===== config.mk =====
export PLATFORM = sky130hd
export DESIGN_NAME = pause_frame_classifier
export DESIGN_NICKNAME = d
export VERILOG_FILES = /design/src/rtl/pause_frame_classifier.sv
export SDC_FILE = /design/constraint.sdc
export NUM_CORES = 1
export LEC_CHECK = 0
export BUFFER_PORTS_ARGS = -buffer_cell sky130_fd_sc_hd__buf_2
export CORE_UTILIZATION = 56
export DETAILED_ROUTE_END_ITERATION = 8
export PLACE_DENSITY = 0.76
export SLEW_MARGIN = 40
export SYNTH_ARGS = -nofsm -noshare
export SYNTH_HDL_FRONTEND = slang
export SYNTH_SLANG_ARGS = --single-unit

===== constraint.sdc =====
create_clock -name clk -period 5.92 [get_ports clk]
set_input_delay 0.296 -clock clk [delete_from_list [all_inputs] [get_ports clk]]
set_output_delay 0.296 -clock clk [all_outputs]
set_load 0.01 [all_outputs]

===== src/rtl/pause_frame_classifier.sv =====
module pause_frame_classifier #(
  parameter int          CNT_W    = 12,
  parameter int          CTL_LEN  = 64,
  parameter int          HDR_LEN  = 18,
  parameter logic [15:0] CTL_TYPE = 16'h8808,
  parameter logic [15:0] PAUSE_OP = 16'h0001
) (
  input  logic        clk,
  input  logic        rst_n,
  input  logic        pass_thru,
  input  logic        in_valid,
  input  logic        in_sof,
  input  logic        in_eof,
  input  logic [7:0]  in_data,
  input  logic        crc_ok,
  input  logic        da_hit,
  output logic        res_valid,
  output logic [1:0]  res_disp,
  output logic        res_fwd,
  output logic        pause_go,
  output logic [15:0] pause_time
);
  localparam logic [1:0] D_NORM = 2'b00;
  localparam logic [1:0] D_CTRL = 2'b01;
  localparam logic [1:0] D_REJ  = 2'b10;
  localparam logic [CNT_W-1:0] OFS_TYPE = CNT_W'(12);

  logic [CNT_W-1:0] cnt_q, idx, len_n;
  logic [15:0]      typ_q, op_q, tim_q;
  logic [15:0]      typ_n, op_n, tim_n;
  logic [1:0]       disp_n;
  logic             fire, short_n, go_n, fwd_n;

  assign idx   = in_sof ? '0 : cnt_q;
  assign len_n = (&idx) ? idx : idx + 1'b1;
  assign fire  = in_valid & in_eof;

  always_comb begin
    typ_n = typ_q;
    op_n  = op_q;
    tim_n = tim_q;
    if (in_valid) begin
      case (idx)
        OFS_TYPE:           typ_n[15:8] = in_data;
        OFS_TYPE + 1'b1:    typ_n[7:0]  = in_data;
        OFS_TYPE + 2'd2:    op_n[15:8]  = in_data;
        OFS_TYPE + 2'd3:    op_n[7:0]   = in_data;
        OFS_TYPE + 3'd4:    tim_n[15:8] = in_data;
        OFS_TYPE + 3'd5:    tim_n[7:0]  = in_data;
        default: ;
      endcase
    end
  end

  assign short_n = len_n < CNT_W'(HDR_LEN);
  assign disp_n  = short_n             ? D_REJ  :
                   (typ_n != CTL_TYPE) ? D_NORM :
                   !da_hit             ? D_REJ  : D_CTRL;
  assign fwd_n   = (disp_n == D_NORM) | ((disp_n == D_CTRL) & pass_thru);
  assign go_n    = (disp_n == D_CTRL) && (len_n == CNT_W'(CTL_LEN))
                   && crc_ok && (op_n == PAUSE_OP);

  always_ff @(posedge clk) begin
    if (!rst_n) begin
      cnt_q      <= '0;
      typ_q      <= '0;
      op_q       <= '0;
      tim_q      <= '0;
      res_valid  <= 1'b0;
      res_disp   <= D_NORM;
      res_fwd    <= 1'b0;
      pause_go   <= 1'b0;
      pause_time <= '0;
    end else begin
      if (in_valid) cnt_q <= fire ? '0 : len_n;
      typ_q      <= typ_n;
      op_q       <= op_n;
      tim_q      <= tim_n;
      res_valid  <= fire;
      res_disp   <= fire ? disp_n : D_NORM;
      res_fwd    <= fire & fwd_n;
      pause_go   <= fire & go_n;
      if (fire & go_n) pause_time <= tim_n;
    end
  end
endmodule



== Yosys cells after proc, flatten, opt, wreduce, memory -nomap -nowiden ==
Index checks and enable logic that the tools add are counted.
Word-level totals
  word-level logic and storage cells: 47
  bits in registers: 81
Cells by class
  reduce and logical (&&, ||, !) cells: 6
  multiplexer cells: 15
  $add $sub $neg: 1
  bitwise gates (word level): 5
  order comparisons: 1
  equal/unequal tests: 10
Operators by type and width (count)
  $eq 12x4->1 const B: 4
  $mux 16: 3
  $mux 8: 6
  $mux 12: 3
  $eq 12x5->1 const B: 2
  $eq 16x1->1 const B: 1
  $ne 16x16->1 const B: 1
  $add 12x1->12 const B: 1
  $eq 12x7->1 const B: 1
  $lt 12x5->1 const B: 1
  $reduce_and 12->1: 1
  $mux 2: 3
  $and 1x1->1: 4
  $logic_and 1x1->1: 3
  $eq 2x1->1 const B: 1
  $logic_not 2->1: 1
  $reduce_and 2->1: 1
  $or 1x1->1: 1

== Longest topological paths before layout ==
Gate-level depths: netlist of run 1.
  depth in word-level cells: 12
  depth in mapped cells: 9
  mapped depth without buffers: 6

== Worst setup path after synthesis of run 1 ==
OpenSTA, ideal clock, no wires.
  path type: reg2reg
  start point: reg cnt_q[11]
  end point: reg pause_time[10]
  path buffers: 1
  arrival: 2.369 ns
  data required time: 5.799 ns
  cell stages (with the launch flop): 8
  setup slack: 3.430 ns
  library setup time: 0.121 ns
  path through: dfxtp_1 > or4_4 > nor4_1 > mux2i_1 > a32o_1 > nand4b_4 > buf_6 > mux2_4
Between the ends
  cells in the longest elaborated chain, start to end: 12
  elaborated cells on any way between the ends: 28
  those cells by class: add/sub: 1; order compare: 1; eq/ne: 9; mux: 12; bitwise: 1; reduce/logical: 4
RTL lines
  from (decl): RTL line 28  | logic [CNT_W-1:0] cnt_q, idx, len_n;
  from (signal assigned): RTL line 75  | if (in_valid) cnt_q <= fire ? '0 : len_n;
  $mux 12 *: RTL line 34  | assign idx = in_sof ? '0 : cnt_q;
  branches (longest 11 deep; another with $add 12x1->12)
  to (signal assigned): RTL line 83  | if (fire & go_n) pause_time <= tim_n;
  to (decl): RTL line 21  | output logic [15:0] pause_time
Every way passes the cells marked *.
A chain may end at the register's enable or synchronous reset.

== Worst setup path after layout of run 1 ==
  start point: reg cnt_q[4]
  end point: reg pause_time[8]
Same word-level chain as after synthesis.

==> impl_table.tex, run 1 <==
\begin{tabular}{lr}
\hline
Metric & Value \\
\hline
\multicolumn{2}{l}{\textbf{CTS}} \\
\quad Clock-pin slew on the worst setup and hold paths & roughly 90 ps \\
\quad Hold buffer count at CTS & 0 \\
\quad Resized cells post-CTS & 0 \\
\quad Clock latency reported for the late side of the worst-skew pair & 360 ps \\
\quad Clk sinks & 81 \\
\quad H-tree Lvls & 3 \\
\quad Clock tree buffer depth & 2 \\
\quad TritonCTS clock tree & built \\
\quad Total clock buffers created by CTS & 9 \\
\quad Post-CTS setup-driven buffer insertion count & 0 \\
\quad Clock tree root driver cell & clkbuf\_8 \\
\multicolumn{2}{l}{\textbf{Critical path}} \\
\quad Element type at the critical path start & flip-flop \\
\quad Maximum net fanout on the critical path & 17 \\
\quad Arrival time at the worst endpoint & approximately 3200 ps \\
\quad Critical Path RT & around 6200 ps \\
\quad Critical path class & flip-flop to flip-flop \\
\quad CP endpoint kind & flip-flop \\
\multicolumn{2}{l}{\textbf{Die}} \\
\quad IO Count & 37 \\
\quad Die outline area & between 6000 and 7000 um2 \\
\quad Number of rows created at floorplan & 29 \\
\quad Width of the die & between 80 and 90 um \\
\quad Die height & approximately 83 um \\
\quad Initial standard-cell utilization of the core & 58.2\% \\
\quad Core outline area & 6350 um2 \\
\multicolumn{2}{l}{\textbf{Routing}} \\
\quad Routed wirelength normalized by instance count & roughly 16 um \\
\quad Number of vias after detailed routing & around 3100 \\
\quad Detailed Routing Iterations Pass 1 & 6 \\
\quad Detailed Route Iter0 Violations & between 200 and 300 \\
\quad DRC & 0 \\
\quad Residual antenna-violating net count after detailed routing & 0 \\
\quad Total detailed-routing wirelength & roughly 8400 um \\
\quad Number of vias per cell after detailed routing & between 5 and 6 \\
\multicolumn{2}{l}{\textbf{STA}} \\
\quad Final Critical Period & a little under 3000 ps \\
\quad Actual slew at the worst max-slew pin & between 600 and 700 ps \\
\quad Fmax & approximately 0.34 GHz \\
\quad Final setup TNS & 0 ps \\
\quad Final clock period utilization by the worst path & 49.5\% \\
\quad Total of endpoints with negative setup slack in the final report & 0 \\
\quad Count of pins over their slew limit & 0 \\
\quad Count of final hold-check violations & 0 \\
\quad RSZ-0062 raised after global routing & no \\
\quad Max Clock Skew & around 8.7 ps \\
\quad Max\_slew headroom & 54.0\% \\
\multicolumn{2}{l}{\textbf{Synthesis}} \\
\quad Largest area contributor in the netlist & dfxtp\_1 \\
\quad Biggest area contributors in the synthesized netlist & dfxtp\_1, nand2\_1, a21oi\_1 \\
\quad Number of distinct library cell variants in the gate-level netlist after synthesis & 53 \\
\quad EDFF count, synth & 0 \\
\quad Post-Syn Area per Cell & 8.42 um2 \\
\quad Sequential-to-total area share from yosys stat & between 40 and 50\% \\
\quad Most frequently used flop master after synthesis & dfxtp\_1 \\
\quad FF+latch count, synth & 81 \\
\quad Synth top area share & between 40\% and 50\% \\
\quad Cell count after synthesis & 439 \\
\quad Async set-reset flop share out of synthesis & 0\% \\
\quad Post-Synthesis Cell Area & 3700 um2 \\
\quad Total of warnings raised by yosys & 0 \\
\quad Net count after synthesis & approximately 460 \\
\multicolumn{2}{l}{\textbf{Power and ir drop}} \\
\quad Leak Pwr & 1.54 nW \\
\quad Power consumption & approximately 1.0 mW \\
\quad Power per unit of standard cell area & between 200 and 250 nW/um2 \\
\quad Max VDD drop & 0.174 mV \\
\multicolumn{2}{l}{\textbf{Final layout}} \\
\quad Share of final-layout standard cells stronger than drive strength 1 & between 10\% and 20\% \\
\quad Final net count & 474 \\
\quad Final cell area excluding filler cells & between 4000 and 5000 um2 \\
\quad Commonest non-fill, non-tap cell in the layout & nand2\_1 \\
\quad Most used cells in the layout excluding fill and tap cells & nand2\_1, dfxtp\_1, a21oi\_1, buf\_2, nor2\_1 \\
\quad Layout Area Growth over Synthesis & 10.2\% \\
\quad Antenna cell count & 0 \\
\multicolumn{2}{l}{\textbf{Global route}} \\
\quad Number of global-route vias before repair & about 2800 \\
\quad Maximum number of pins on one net before global-route repair & 55 \\
\quad First-pass GRT wire length & 14000 um \\
\quad Global route total overflow & 0 \\
\quad Initial antenna violation count & 0 \\
\quad Global routing usage summed across all routing layers & about 25\% \\
\multicolumn{2}{l}{\textbf{Placed design}} \\
\quad Post-detailed-placement half-perimeter wirelength & 5700 um \\
\quad Dpl cell area & just under 4000 um2 \\
\quad Final RePlAce weighted congestion & between 0.9 and 1 \\
\quad Port-buffer cells & 36 \\
\multicolumn{2}{l}{\textbf{Outcome}} \\
\quad Run status & completed \\
\multicolumn{2}{l}{\textbf{Run}} \\
\quad Max-cap viol count & 0 \\
\multicolumn{2}{l}{\textbf{Hold path}} \\
\quad Kind of path behind the tightest hold check & primary input to flip-flop \\
\hline
\end{tabular}
==> per-stage QoR <==
| step | setup WS [ps] | hold WS, ps | utilization, % | std cells |
|---|---|---|---|---|
| floorplan | 3430 | 426 | - | 439 |
| global placement | 3060 | 435 | 60.7 | 524 |
| detailed placement | 2950 | 440 | 60.7 | 524 |
| CTS | 2990 | 227 | 64.0 | 540 |
| global route | 2770 | 234 | 64.2 | 540 |
| finish | 2990 | 235 | 64.2 | 540 |
==> critical path, cell delays in order (launching register included) <==
cell      delay (ps)
dfxtp_1          510
and4b_1          320
nor4bb_1         540
o21ai_0          220
a211oi_1         370
nand4b_4         430
mux2_4           430
==> cell usage after synthesis, drive strengths merged, types with 2 or more instances <==
library cell	instances
nor2b	3
clkbuf	20
dfxtp	81
a21oi	49
and3	5
a211oi	3
nor2	33
a22oi	2
nor3	6
nor4b	5
inv	4
nand4	2
nand3	6
a2bb2oi	2
a21boi	2
and4	4
nand2	95
and4b	2
nor4	8
or3	7
o21ai	7
xnor2	2
mux2i	10
nand3b	4
a21o	2
nand4b	3
mux2	16
or2	4
nand2b	4
or4	3
a31oi	3
and2	17
buf	9
a211o	2
o21a	2
==> layer usage <==
| metal | routed length [um] | vias to the layer above | GRT usage [%] |
|---|---|---|---|
| met5 | 0 | - | 0 |
| met4 | 216 | 0 | 11.4 |
| met3 | 403 | 18 | 5.37 |
| met2 | 3770 | 87 | 38.7 |
| met1 | 4060 | 1459 | 34.7 |
| li1 | - | 1558 | - |
==> power breakdown <==
group / internal [mW] / switching, mW / total [mW]
Clock: 0.202 / 0.221 / 0.423
Combinational: 0.0106 / 0.0299 / 0.0405
Sequential: 0.545 / 0.00120 / 0.546
Total: 0.758 / 0.252 / 1.01
==> area by class of cell <==
class | count | area, um2
Clock inverter | 7 | 82.6
Tap cell | 77 | 96.3
Fill cell | 564 | 2280
Sequential cell | 81 | 1620
Multi-Input combinational cell | 325 | 1950
Timing Repair Buffer | 37 | 188
Clock buffer | 9 | 124
Inverter | 4 | 15.0
==> registers in the layout (all words and copies together) (netlist names) <==
signal      count
cnt_q          12
res_valid       1
tim_q          16
pause_time     16
res_disp        2
pause_go        1
op_q           16
typ_q          16
res_fwd         1
==> cell families after synthesis <==
family | after synthesis | share of synthesized area, %
DFF | 81 | 43.9
and+or+nand+nor | 216 | 30.3
muxes | 26 | 8.49
buffers and inverters | 33 | 3.82
xor gates and xnor gates | 3 | 0.711
AOI/OAI and AO/OA | 80 | 12.8
==> worst paths after layout <==
path | endpoint | start | slack, ps | depth (start not counted)
hold / removal | res_disp[0] | da_hit | 230 | 2
setup / recovery | pause_time[8] | cnt_q[4] | 2990 | 6
setup reg to reg | pause_time[8] | cnt_q[4] | 2990 | 6
hold reg to reg | op_q[15] | op_q[15] | 450 | 2
Note: power is estimated with default switching activity, not from simulation.
==> run 2: changes to the inputs <==
- CORE_UTILIZATION: 56 -> 53
- clock period: 5.92 -> 2.55 ns (I/O delays scaled with it)
==> run 2 against run 1 <==
Against the previous run:
- the flow now finishes with violations (DRC)
- wire length rose by 3.4%
- clock skew rose by 3.5 ps
- combinational power rose to 2.5 times the previous value
- sequential cell count did not move
- die area rose by 5.5%
- power rose by 140%
- largest power group unchanged
- cell count rose by 5.2%
- critical path depth rose by 1
- non-clock buffer count rose by 25
- design area rose by 6.3%
- largest cell class unchanged
==> impl_table.tex, run 2 (same netlist as run 1, synthesis figures left out) <==
\begin{tabular}{lr}
\hline
Metric & Value \\
\hline
\multicolumn{2}{l}{\textbf{Global route}} \\
\quad Global routing usage summed across all routing layers & 25.2\% (-0.28 points) \\
\quad Global route total overflow & 0 (unchanged) \\
\quad Number of global-route vias before repair & 2948 (+3.6\%) \\
\quad Maximum number of pins on one net before global-route repair & 25 (-55\%) \\
\quad First-pass GRT wire length & 14400 um (+2.5\%) \\
\quad Initial antenna violation count & 0 (unchanged) \\
\multicolumn{2}{l}{\textbf{CTS}} \\
\quad Total clock buffers created by CTS & 9 (unchanged) \\
\quad H-tree Lvls & 3 (unchanged) \\
\quad Hold buffer count at CTS & 0 (unchanged) \\
\quad Clock-pin slew on the worst setup and hold paths & 90 ps (about the same) \\
\quad Clk sinks & 81 (unchanged) \\
\quad Post-CTS setup-driven buffer insertion count & 0 (unchanged) \\
\quad Clock tree buffer depth & 2 (unchanged) \\
\quad Clock tree root driver cell & clkbuf\_8 \\
\quad Clock latency reported for the late side of the worst-skew pair & 350 ps (about the same) \\
\quad TritonCTS clock tree & built \\
\multicolumn{2}{l}{\textbf{Critical path}} \\
\quad Largest incremental delay on the critical path & 550 ps (about the same) \\
\quad Critical Path RT & 2790 ps (-3380 ps) \\
\quad Worst Reg-to-Reg Cells & 7 (+1) \\
\quad Critical path depth & 7 (+1) \\
\quad Buf/Inv on CP & 1 (+1) \\
\quad CP startpoint & cnt\_q[9] \\
\quad Critical path class & flip-flop to flip-flop \\
\quad CP endpoint kind & flip-flop \\
\quad Critical path's slowest cell & or4\_4 \\
\quad Element type at the critical path start & flip-flop \\
\quad Category of cells accounting for the largest share of critical-path delay & simple AND/OR/NAND/NOR gates \\
\quad Maximum net fanout on the critical path & 17 (unchanged) \\
\quad Cell-by-cell listing of the critical path & or4\_4 > or3\_1 > nor4\_2 > a32o\_2 > nand4b\_4 > buf\_12 > mux2\_4 \\
\quad Startpoint of the lowest-slack register-to-register path & cnt\_q[9] \\
\quad Arrival time at the worst endpoint & 2710 ps (-480 ps) \\
\multicolumn{2}{l}{\textbf{STA}} \\
\quad Count of pins over their slew limit & 0 (unchanged) \\
\quad Final clock period utilization by the worst path & 96.7\% (+47 points) \\
\quad Final Critical Period & 2470 ps (-465 ps) \\
\quad Fmax & 0.405 GHz (+19\%) \\
\quad Actual slew at the worst max-slew pin & 530 ps (-158 ps) \\
\quad Min setup slack post-route & 83.2 ps (-2910 ps) \\
\quad Max Clock Skew & 12.3 ps (+3.53 ps) \\
\quad Max\_slew headroom & 64.6\% (+11 points) \\
\quad Final setup TNS & 0 ps (unchanged) \\
\quad Total of endpoints with negative setup slack in the final report & 0 (unchanged) \\
\quad Hold slack & 63.2 ps (-171 ps) \\
\quad Count of final hold-check violations & 0 (unchanged) \\
\multicolumn{2}{l}{\textbf{Final layout}} \\
\quad Commonest non-fill, non-tap cell in the layout & nand2\_1 \\
\quad Count of non-filler cells in the finished layout & 568 (+5.2\%) \\
\quad Final net count & 499 (+5.3\%) \\
\quad Antenna cell count & 0 (unchanged) \\
\quad Share of final-layout standard cells stronger than drive strength 1 & 22.1\% (+4.6 points) \\
\quad FILL cells & 556 (-1.4\%) \\
\quad Most used cells in the layout excluding fill and tap cells & nand2\_1, dfxtp\_1, a21oi\_1, buf\_2, nor2\_1 \\
\quad Layout Area Growth over Synthesis & 17.1\% \\
\multicolumn{2}{l}{\textbf{Hold path}} \\
\quad Kind of path behind the tightest hold check & primary input to flip-flop \\
\quad Start point of the worst min-delay path & da\_hit \\
\quad Hold path depth & 2 (unchanged) \\
\multicolumn{2}{l}{\textbf{Outcome}} \\
\quad Violated checks & DRC \\
\quad Run status & finished, violations left \\
\multicolumn{2}{l}{\textbf{Die}} \\
\quad Width of the die & 85.5 um (+2.7\%) \\
\quad Core outline area & 6760 um2 (+6.4\%) \\
\quad Die height & 85.5 um (+2.7\%) \\
\quad IO Count & 37 (unchanged) \\
\quad Number of rows created at floorplan & 30 (+3.4\%) \\
\quad Initial standard-cell utilization of the core & 54.7\% (-3.5 points) \\
\quad Die outline area & 7310 um2 (+5.5\%) \\
\multicolumn{2}{l}{\textbf{Routing}} \\
\quad Residual antenna-violating net count after detailed routing & 0 (unchanged) \\
\quad Total detailed-routing wirelength & 8720 um (+3.4\%) \\
\quad Detailed Routing Iterations Pass 1 & 7 (+1) \\
\quad DRC & 1 (+1) \\
\quad Detailed Route Iter0 Violations & 236 (-20\%) \\
\quad Number of vias after detailed routing & 3211 (+2.9\%) \\
\quad Routed wirelength normalized by instance count & 15.4 um (-1.7\%) \\
\quad Number of vias per cell after detailed routing & 5.65 (-2.2\%) \\
\multicolumn{2}{l}{\textbf{Placed design}} \\
\quad Post-detailed-placement half-perimeter wirelength & 6040 um (+5.9\%) \\
\quad Setup slack at placement & -9.16 ps (-2960 ps) \\
\quad Port-buffer cells & 36 (unchanged) \\
\quad Final RePlAce weighted congestion & 0.955 (+5.4\%) \\
\quad Post-placement cell count & 552 (+5.3\%) \\
\multicolumn{2}{l}{\textbf{Run}} \\
\quad Max-cap viol count & 0 (unchanged) \\
\multicolumn{2}{l}{\textbf{Power and ir drop}} \\
\quad Max VDD drop & 0.390 mV (+120\%) \\
\quad Leak Pwr & 1.73 nW (+12\%) \\
\quad Power per unit of standard cell area & 564 nW/um2 (+130\%) \\
\hline
\end{tabular}
-- run 2: changes by cell type in the layout (fill, tap and decap cells not counted), moves of 2 or more --
cell,delta
nor4_1,-2
clkinv_4,+2
nor3_2,-2
nor3_1,+2
inv_6,-2
clkinvlp_4,-2
buf_4,+24
-- run 2: cell type report --
class	instances	area [um2]	share of cell area [%]
Clock buffer	9	124	2.86
Clock inverter	7	109	2.51
Inverter	4	15.0	0.347
Multi-Input combinational cell	325	1970	45.6
Sequential cell	81	1620	37.4
Tap cell	80	100	2.31
Timing Repair Buffer	62	388	8.96
-- run 2: worst register-to-register path: cells and delay by family (launching register included) --
family	cells	cell delay (ps)
AOI/OAI and AO/OA	1	190
and+or+nand+nor	4	1300
buffers and inverters	1	190
muxes	1	300
DFF	1	390
-- run 2: power by group --
group	total, mW	internal (mW)	switching [mW]
clock	1.07	0.572	0.500
sequential	1.27	1.27	0.00287
combinational	0.102	0.0306	0.0711
total	2.44	1.87	0.574
-- run 2: what timing repair did --
action | 4_1_cts | 5_1_grt
gates cloned | 0 | 0
setup endpoints to repair | 15 | 17
gates resized for setup | 1 | 6
-- run 2: routing by layer --
| metal | track usage [%] | wire length [um] | vias to the layer above |
|---|---|---|---|
| met5 | 0 | 0 | - |
| met4 | 10.0 | 152 | 0 |
| met3 | 4.33 | 317 | 15 |
| met2 | 40.2 | 4100 | 90 |
| met1 | 34.1 | 4150 | 1495 |
| li1 | - | - | 1611 |
-- run 2: metrics by stage --
step / util, % / area (um2) / power, mW
after global routing: 64.1 / 4330 / 2.53
after CTS: 63.6 / 4300 / 2.46
after detailed placement: 60.1 / 4060 / 1.40
final: 64.1 / 4330 / 2.44
after floorplan: - / 3700 / 1.36
after global placement: 60.1 / 4060 / 1.40
-- run 2: worst paths after layout --
check                                       to  slack (ps)
worst max register to register  pause_time[10]          80
worst min-delay path               res_disp[0]          60
worst min register to register        op_q[13]         450
worst max-delay path            pause_time[10]          80
